[src/rtl/cable_sense_pkg.sv]
package cable_sense_pkg;

    typedef enum logic [1:0] {
        PH_IDLE    = 2'd0,
        PH_PULL    = 2'd1,
        PH_RELEASE = 2'd2
    } sense_phase_e;

    typedef struct packed {
        sense_phase_e phase;
        logic         cable_bit;
        logic         done;
    } sense_regs_t;

    localparam sense_regs_t SENSE_RST = '{phase: PH_IDLE, cable_bit: 1'b0, done: 1'b0};

endpackage

[src/rtl/line_sync.sv]
module line_sync #(
    parameter int STAGES  = 2,
    parameter bit RST_VAL = 1'b1
) (
    input  logic clk,
    input  logic rst_n,
    input  logic async_i,
    output logic sync_o
);
    logic [STAGES-1:0] chain_d;
    logic [STAGES-1:0] chain_q;

    generate
        if (STAGES == 1) begin : g_single
            always_comb chain_d = async_i;
        end else begin : g_multi
            always_comb chain_d = {chain_q[STAGES-2:0], async_i};
        end
    endgenerate

    always_ff @(posedge clk) begin
        if (!rst_n) chain_q <= {STAGES{RST_VAL}};
        else        chain_q <= chain_d;
    end

    assign sync_o = chain_q[STAGES-1];
endmodule

[src/rtl/us_timer.sv]
module us_timer #(
    parameter int CNT_W = 6
) (
    input  logic             clk,
    input  logic             rst_n,
    input  logic             clr_i,
    input  logic             tick_i,
    output logic [CNT_W-1:0] count_o
);
    localparam logic [CNT_W-1:0] CNT_MAX = {CNT_W{1'b1}};

    logic [CNT_W-1:0] cnt_d;
    logic [CNT_W-1:0] cnt_q;

    always_comb begin
        cnt_d = cnt_q;
        if (clr_i)
            cnt_d = '0;
        else if (tick_i && cnt_q != CNT_MAX)
            cnt_d = cnt_q + 1'b1;
    end

    always_ff @(posedge clk) begin
        if (!rst_n) cnt_q <= '0;
        else        cnt_q <= cnt_d;
    end

    assign count_o = cnt_q;
endmodule

[src/rtl/cable_sense_seq.sv]
module cable_sense_seq
    import cable_sense_pkg::*;
#(
    parameter int DRIVE_US    = 30,
    parameter int SAMPLE_US   = 7,
    parameter int SYNC_STAGES = 2
) (
    input  logic clk,
    input  logic rst_n,
    input  logic us_tick,
    input  logic id_cmd,
    input  logic hi_mode_cap,
    input  logic line_in,
    output logic line_pull_en,
    output logic cable_80,
    output logic sense_done
);
    localparam int SPAN  = (DRIVE_US > SAMPLE_US) ? DRIVE_US : SAMPLE_US;
    localparam int CNT_W = $clog2(SPAN + 2);
    localparam logic [CNT_W-1:0] PULL_LAST   = CNT_W'(DRIVE_US);
    localparam logic [CNT_W-1:0] SAMPLE_LAST = CNT_W'(SAMPLE_US - 1);

    sense_regs_t      regs_d;
    sense_regs_t      regs_q;
    logic             timer_clr;
    logic [CNT_W-1:0] tick_cnt;
    logic             line_sync_lvl;
    logic             cmd_take;

    line_sync #(
        .STAGES  (SYNC_STAGES),
        .RST_VAL (1'b1)
    ) u_sync (
        .clk     (clk),
        .rst_n   (rst_n),
        .async_i (line_in),
        .sync_o  (line_sync_lvl)
    );

    us_timer #(
        .CNT_W (CNT_W)
    ) u_timer (
        .clk     (clk),
        .rst_n   (rst_n),
        .clr_i   (timer_clr),
        .tick_i  (us_tick),
        .count_o (tick_cnt)
    );

    assign cmd_take = id_cmd && hi_mode_cap;

    always_comb begin
        regs_d    = regs_q;
        timer_clr = 1'b0;
        unique case (regs_q.phase)
            PH_PULL: begin
                if (us_tick && tick_cnt == PULL_LAST) begin
                    regs_d.phase = PH_RELEASE;
                    timer_clr    = 1'b1;
                end
            end
            PH_RELEASE: begin
                if (us_tick && tick_cnt == SAMPLE_LAST) begin
                    regs_d.phase     = PH_IDLE;
                    regs_d.cable_bit = line_sync_lvl;
                    regs_d.done      = 1'b1;
                    timer_clr        = 1'b1;
                end
            end
            default: begin
                regs_d.phase = PH_IDLE;
            end
        endcase
        if (cmd_take) begin
            regs_d.phase = PH_PULL;
            regs_d.done  = 1'b0;
            timer_clr    = 1'b1;
        end
    end

    always_ff @(posedge clk) begin
        if (!rst_n) regs_q <= SENSE_RST;
        else        regs_q <= regs_d;
    end

    assign line_pull_en = (regs_q.phase == PH_PULL);
    assign cable_80     = regs_q.cable_bit;
    assign sense_done   = regs_q.done;
endmodule

[config.mk]
export PLATFORM = sky130hd
export DESIGN_NAME = cable_sense_seq
export DESIGN_NICKNAME = d
export VERILOG_FILES = /design/src/rtl/cable_sense_pkg.sv /design/src/rtl/line_sync.sv /design/src/rtl/us_timer.sv /design/src/rtl/cable_sense_seq.sv
export SDC_FILE = /design/constraint.sdc
export NUM_CORES = 1
export LEC_CHECK = 0
export BUFFER_PORTS_ARGS = -buffer_cell sky130_fd_sc_hd__buf_2
export CORE_MARGIN = 2
export CORE_UTILIZATION = 35
export DETAILED_ROUTE_END_ITERATION = 10
export PLACE_DENSITY_LB_ADDON = 0.05
export SYNTH_ARGS = -nofsm -noshare
export SYNTH_HDL_FRONTEND = slang
export SYNTH_SLANG_ARGS = --single-unit
[constraint.sdc]
create_clock -name clk -period 4.14 [get_ports clk]
set_input_delay 0.621 -clock clk [delete_from_list [all_inputs] [get_ports clk]]
set_output_delay 0.621 -clock clk [all_outputs]
set_load 0.05 [all_outputs]
# Word level (Yosys, flattened, before mapping)
# Index checks and enable logic that the tools add are counted.
[totals]
register_bits = 11
in_bits = 6
output_inout_bits = 3
elab_cells = 34
[op_classes]
addsub = 1
eq_ne = 9
mux = 8
bitwise_logic = 1
n_reduce_logical = 9
[op_table]
columns = ["op", "n"]
rows = [
  ["2-bit AND reduction", 3],
  ["5-bit by 1-bit adder with 5-bit output, second input constant", 1],
  ["5-bit by 3-bit == test with 1-bit output, second input constant", 1],
  ["5-bit == test, second input constant", 1],
  ["5-bit != test, second input constant", 1],
  ["1-bit logical AND", 4],
  ["1-bit two-way mux", 4],
  ["4-bit two-way mux", 1],
  ["2-bit one-hot mux with 2 select lines", 1],
  ["2-bit OR reduction", 2],
  ["3-bit by 1-bit != test with 1-bit output, second input constant", 1],
  ["3-bit != test, second input constant", 1],
  ["2-bit by 1-bit == test with 1-bit output, second input constant", 1],
  ["2-bit == test, second input constant", 1],
  ["2-bit two-way mux", 1],
  ["2-bit by 1-bit != test with 1-bit output, second input constant", 1],
  ["2-bit != test, second input constant", 1],
  ["1-bit one-hot mux with 2 select lines", 1],
  ["1-bit NOT", 1],
]

# Logic depth before layout (Yosys ltp)
[depth]
depth_word = 6
depth_mapped = 6
mapped_depth_nobuf = 6

# Cells and area by module
# A second synthesis with hierarchy kept.
[unflattened]
cells_unflattened = 59
hier_area_um2 = 565.5
[modules_own_cells]
columns = ["module", "n_inst", "cells_per_inst", "area_each_um2", "seq_area_each_um2"]
rows = [
  ["cable_sense_seq", 1, 29, 274.0, 80.1],
  ["us_timer", 1, 26, 239.0, 100.1],
  ["line_sync", 1, 4, 52.6, 40.0],
]

# Worst setup path before layout
# Ideal clock, no wire load.
[synth_path]
path_kind = "register to register"
startpoint = "register u_timer.cnt_q[0] (netlist: u_timer.count_o[0])"
endpoint = "register u_timer.cnt_q[3] (netlist: u_timer.count_o[3])"
setup_ps = 86
arrival_time_ps = 1543
required_ps = 4054
slack_ps = 2511
path_stages_with_launch = 7
path_buffers = 0
synth_period_minus_slack_ps = 1629
cell_sequence = "dfxtp_1 > ha_1 > and3_1 > ha_1 > nand2b_1 > or3_1 > a211oi_1"
[synth_via]
elab_chain_cells = 6
word_cells_on_any_way = 12
classes_between = "add/sub: 1; eq/ne: 3; mux: 4; reduce/logical: 4"
[synth_lines]
columns = ["item", "line_no", "text"]
rows = [
  ["from (decl)", "us_timer.sv:13", "logic [CNT_W-1:0] cnt_q;"],
  ["from (signal assigned)", "us_timer.sv:25", "else cnt_q <= cnt_d;"],
  ["5-bit by 3-bit == test with 1-bit output or 5-bit == test (tied branches)", "cable_sense_seq.sv:63, cable_sense_seq.sv:57", ""],
  ["1-bit logical AND (on tied branches)", "cable_sense_seq.sv:63, cable_sense_seq.sv:57", ""],
  ["1-bit two-way mux (on tied branches)", "cable_sense_seq.sv:63, cable_sense_seq.sv:57", ""],
  ["1-bit one-hot mux with 2 select lines", "cable_sense_seq.sv:55", "unique case (regs_q.phase)"],
  ["1-bit two-way mux", "cable_sense_seq.sv:74", "if (cmd_take) begin"],
  ["2-bit OR reduction (no source line)", "-", ""],
]
# Several ways; a longest one is shown, not always the timed one.
# A chain may end at the register's enable or synchronous reset.

# Worst setup path after layout
[layout_path]
startpoint = "register regs_q[2] in the netlist's numbering"
endpoint = "output line_pull_en"
[layout_via]
elab_chain_cells = 1
[layout_lines]
columns = ["item", "line_no", "text"]
rows = [
  ["from (decl)", "cable_sense_seq.sv:24", "sense_regs_t regs_q;"],
  ["from (signal assigned)", "cable_sense_seq.sv:83", "else regs_q <= regs_d;"],
  ["2-bit by 1-bit == test with 1-bit output", "cable_sense_seq.sv:86", "assign line_pull_en = (regs_q.phase == PH_PULL);"],
  ["to (decl)", "cable_sense_seq.sv:14", "output logic line_pull_en,"],
]
# No other way between the ends.

==> metrics.md <==
| Metric | Value |
|---|---|
| Area post-placement | roughly 630 sq um |
| Ordered list of cells on the worst path | ha_1 > buf_2 |
| Global route total overflow | 0 |
| Synthesized netlist cell count | 60 |
| Startpoint of the lowest-slack hold path | u_sync.chain_q[0] |
| Proportion of synthesized flip-flops having asynchronous set or reset | 0% |
| Die Footprint | 1960 sq um |
| Distinct cell type count of the synthesized netlist | 29 |
| Flop and latch count out of synthesis | 11 |
| Met1 layer usage reported by global route | 17.8% |
| Post-detail-place hpwl | 787 microns |
| Number of H-tree branching levels | 1 |
| Main synth FF type | sky130_fd_sc_hd__dfxtp_1 |
| Wire per inst | ~12 microns |
| Hold Fails Final Rpt | 0 |
| # Max-Cap Violations | 0 |
| Crit share post-route | 43.8% |
| Worst hold endpoint | u_sync.chain_q[1] |
| ANT nets after route | 0 |
| CORE AREA | 1510 sq um |
| Number of cells on the worst hold path | 1 |
| Grt met3 use | 7.35% |
| Initial Util | 37.7% |
| Clock-pin slew of the registers on the worst-case setup and hold paths | 0.06 ns |
| Fmax | about 550 MHz |
| DR vias/cell | 5.43 |
| Root Buffer Master | sky130_fd_sc_hd__clkbuf_4 |
| Quantity of hold-fixing buffers added after cts | 0 |
| Sequential-to-total area share from yosys stat | about two fifths |
| Setup repair after global routing missed its margin | no |
| Startpoint types | flop |
| Largest stage delay on the critical path | 0.38 ns |
| Crit Path Category | flop to output port |
| Max-slew headroom at the worst pin | approximately 73% |
| Number of nets at the end of the flow | 84 |
| Final wirelength | 1090 microns |
| Post-synth top area share | 38.8% |
| Worst-path fanout max | 5 |
| CTS tree | done |
| Number of warning messages in the yosys log | 0 |
| Register-to-register setup slack | between 2 and 2.5 ns |
| Share of final-layout standard cells stronger than drive strength 1 | 18.1% |
| Count of fill cells added during filler insertion | about 150 |
| Cell taking the most area after synthesis | sky130_fd_sc_hd__dfxtp_1 |
| HP Class | flop to flop |
| Pwr Density | 304 nW/um^2 |
| Leading post-synthesis cells by cell area | sky130_fd_sc_hd__dfxtp_1 (39%), sky130_fd_sc_hd__ha_1 (11%), sky130_fd_sc_hd__nand3_1 (5.3%) |
| Run status | finished, final reports clean |
| Placer Congestion | 0.696 |
| Min cycle time layout | 1.81 ns |
| Finished layout cell area | about 650 sq um |
| Count of boundary I/O pins | 9 |
| Antenna violations before repair | 0 |
| Cell Area, Synth | 568 sq um |
| Mean Syn Cell Area | 9.47 sq um |
| Required time of the worst setup path | 3.52 ns |
| Setup Total Neg Slack | 0 ns |
| Syn Nets | 71 |
| EDFF count, synth | 0 |
| Post CTS Setup Buffer Count | 0 |
| Logic depth of the worst register-to-register path | 6 |
| Count of final max-slew check failures | 0 |
| Number of setup violations in the final report | 0 |
| Arrival time of the worst setup path | ~1.2 ns |
| VDD IR-drop max | about 0.19 mV |
| Number of DRC markers in iteration 0 | 5 |
| R2R Path Start | u_timer.count_o[0] |
| Critical path origin | regs_q[2] |
| Cell row count | 14 |
| Count of unresolved DRC violations after routing | 0 |
| Buffers from clock root to sink, at most | 2 |
| Antenna diode count | 0 |
| Count of instances resized after the clock tree is built | 0 |
| Wire length of the first global-routing pass | 1990 microns |
| Post-synth top cells | sky130_fd_sc_hd__dfxtp_1 (11), sky130_fd_sc_hd__nand3_1 (6), sky130_fd_sc_hd__ha_1 (5), sky130_fd_sc_hd__nand2_1 (4) |
| Max stage delay cell, worst path | sky130_fd_sc_hd__dfxtp_1 |
| Clock sink count | 11 |
| Die Span X | 44.3 microns |
| I/O Buffers | 8 |
| Kind of capture point of the worst setup path | output port |
| Combined global-route utilization of all metal layers | between 10 and 15% |
| Endpoint of the worst register-to-register path | u_timer.count_o[3] |
| Met2 global-route usage | 21.5% |
| Die H | between 40 and 50 microns |
| Pin count of the biggest net entering global routing | 10 |
| Final clock skew | roughly 0.00065 ns |
| Number of buffers added by the clock tree synthesis step | 3 |
| Most used routing layer in global routing | met2 |
| Drt pass-1 iters | 3 |
| Dominant cell by count in the synthesized netlist | sky130_fd_sc_hd__dfxtp_1 |
| Leakage power total | 0.262 nW |
| Via total after detailed routing | 478 |
| Area Overhead vs Synth | 15.2% |
| Clock insertion delay at the later pin of the skew report | 0.27 ns |
| Number of global-route vias before repair | 441 |
| Worst Max-Slew Pin Slew | around 0.40 ns |
## sequential cells by signal, summed over array words and instances (netlist names)
signal and count:
sense_done 1, u_timer.count_o 5, cable_80 1, u_sync.chain_q 2, regs_q 2
## cells by family (layout without fill, tap and decap cells)
group                    Yosys count  in the layout  synth area share (%)
adder cells (fa/ha/maj)            5              5                  11.0
AO/OA/AOI/OAI                     11             11                  15.4
flip-flops                        11             11                  38.8
XOR/XNOR                           2              2                  3.08
multiplexers                       1              1                  1.76
AND/OR/NAND/NOR                   27             27                  28.0
buffers and inverters              3             15                  1.98
## where the power goes
group	switching [mW]	internal, mW
logic	0.00934	0.00660
clock network	0.0344	0.0373
registers	0.00251	0.109
total	0.0462	0.153
## stage by stage
step / worst slack [ns] / utilization, % / hold WS [ns] / instances / power (mW)
2_1_floorplan: 2.51 / - / 0.386 / 60 / 0.123
4_1_cts: 2.32 / 43.4 / 0.411 / 88 / 0.203
5_1_grt: 2.23 / 43.4 / 0.455 / 88 / 0.213
3_3_place_gp: 2.47 / 41.7 / 0.389 / 84 / 0.130
3_5_place_dp: 2.45 / 41.7 / 0.394 / 84 / 0.130
6_report: 2.33 / 43.4 / 0.409 / 88 / 0.199
## per-layer routing
layer	wire (microns)	vias to the layer above
li1	-	248
met1	553	221
met2	479	7
met3	48	2
met4	10	0
met5	0	-
## cell usage in the layout, fill, tap and decap left out, drive strengths merged, types with 3 or more instances in the layout
master / n
nor3: 3
dfxtp: 11
ha: 5
inv: 3
nand3: 6
buf: 8
nand2b: 3
nand2: 4
clkbuf: 4
## how the worst max path moves through the flow
stage / to / depth (start not counted)
2_1_floorplan: u_timer.count_o[3] / 6
3_3_place_gp: u_timer.count_o[3] / 6
3_5_place_dp: u_timer.count_o[3] / 6
4_1_cts: line_pull_en / 2
5_1_grt: line_pull_en / 3
6_report: line_pull_en / 2
## worst max-delay path: cells and delay by family (launching register included)
family / cells / cell delay (ns)
adder cells (fa/ha/maj): 1 / 0.25
buffers and inverters: 1 / 0.29
flip-flops: 1 / 0.38
## layout make-up
type                       instances  area, sq um  share of cell area (%)
clock buffer                       4         26.3                    4.02
inverter                           3         11.3                    1.72
multi-input combinational         46          337                    51.4
sequential                        11          220                    33.7
tap                               16         20.0                    3.06
timing repair buffer               8         40.0                    6.12
(Power assumes the default switching activity.)
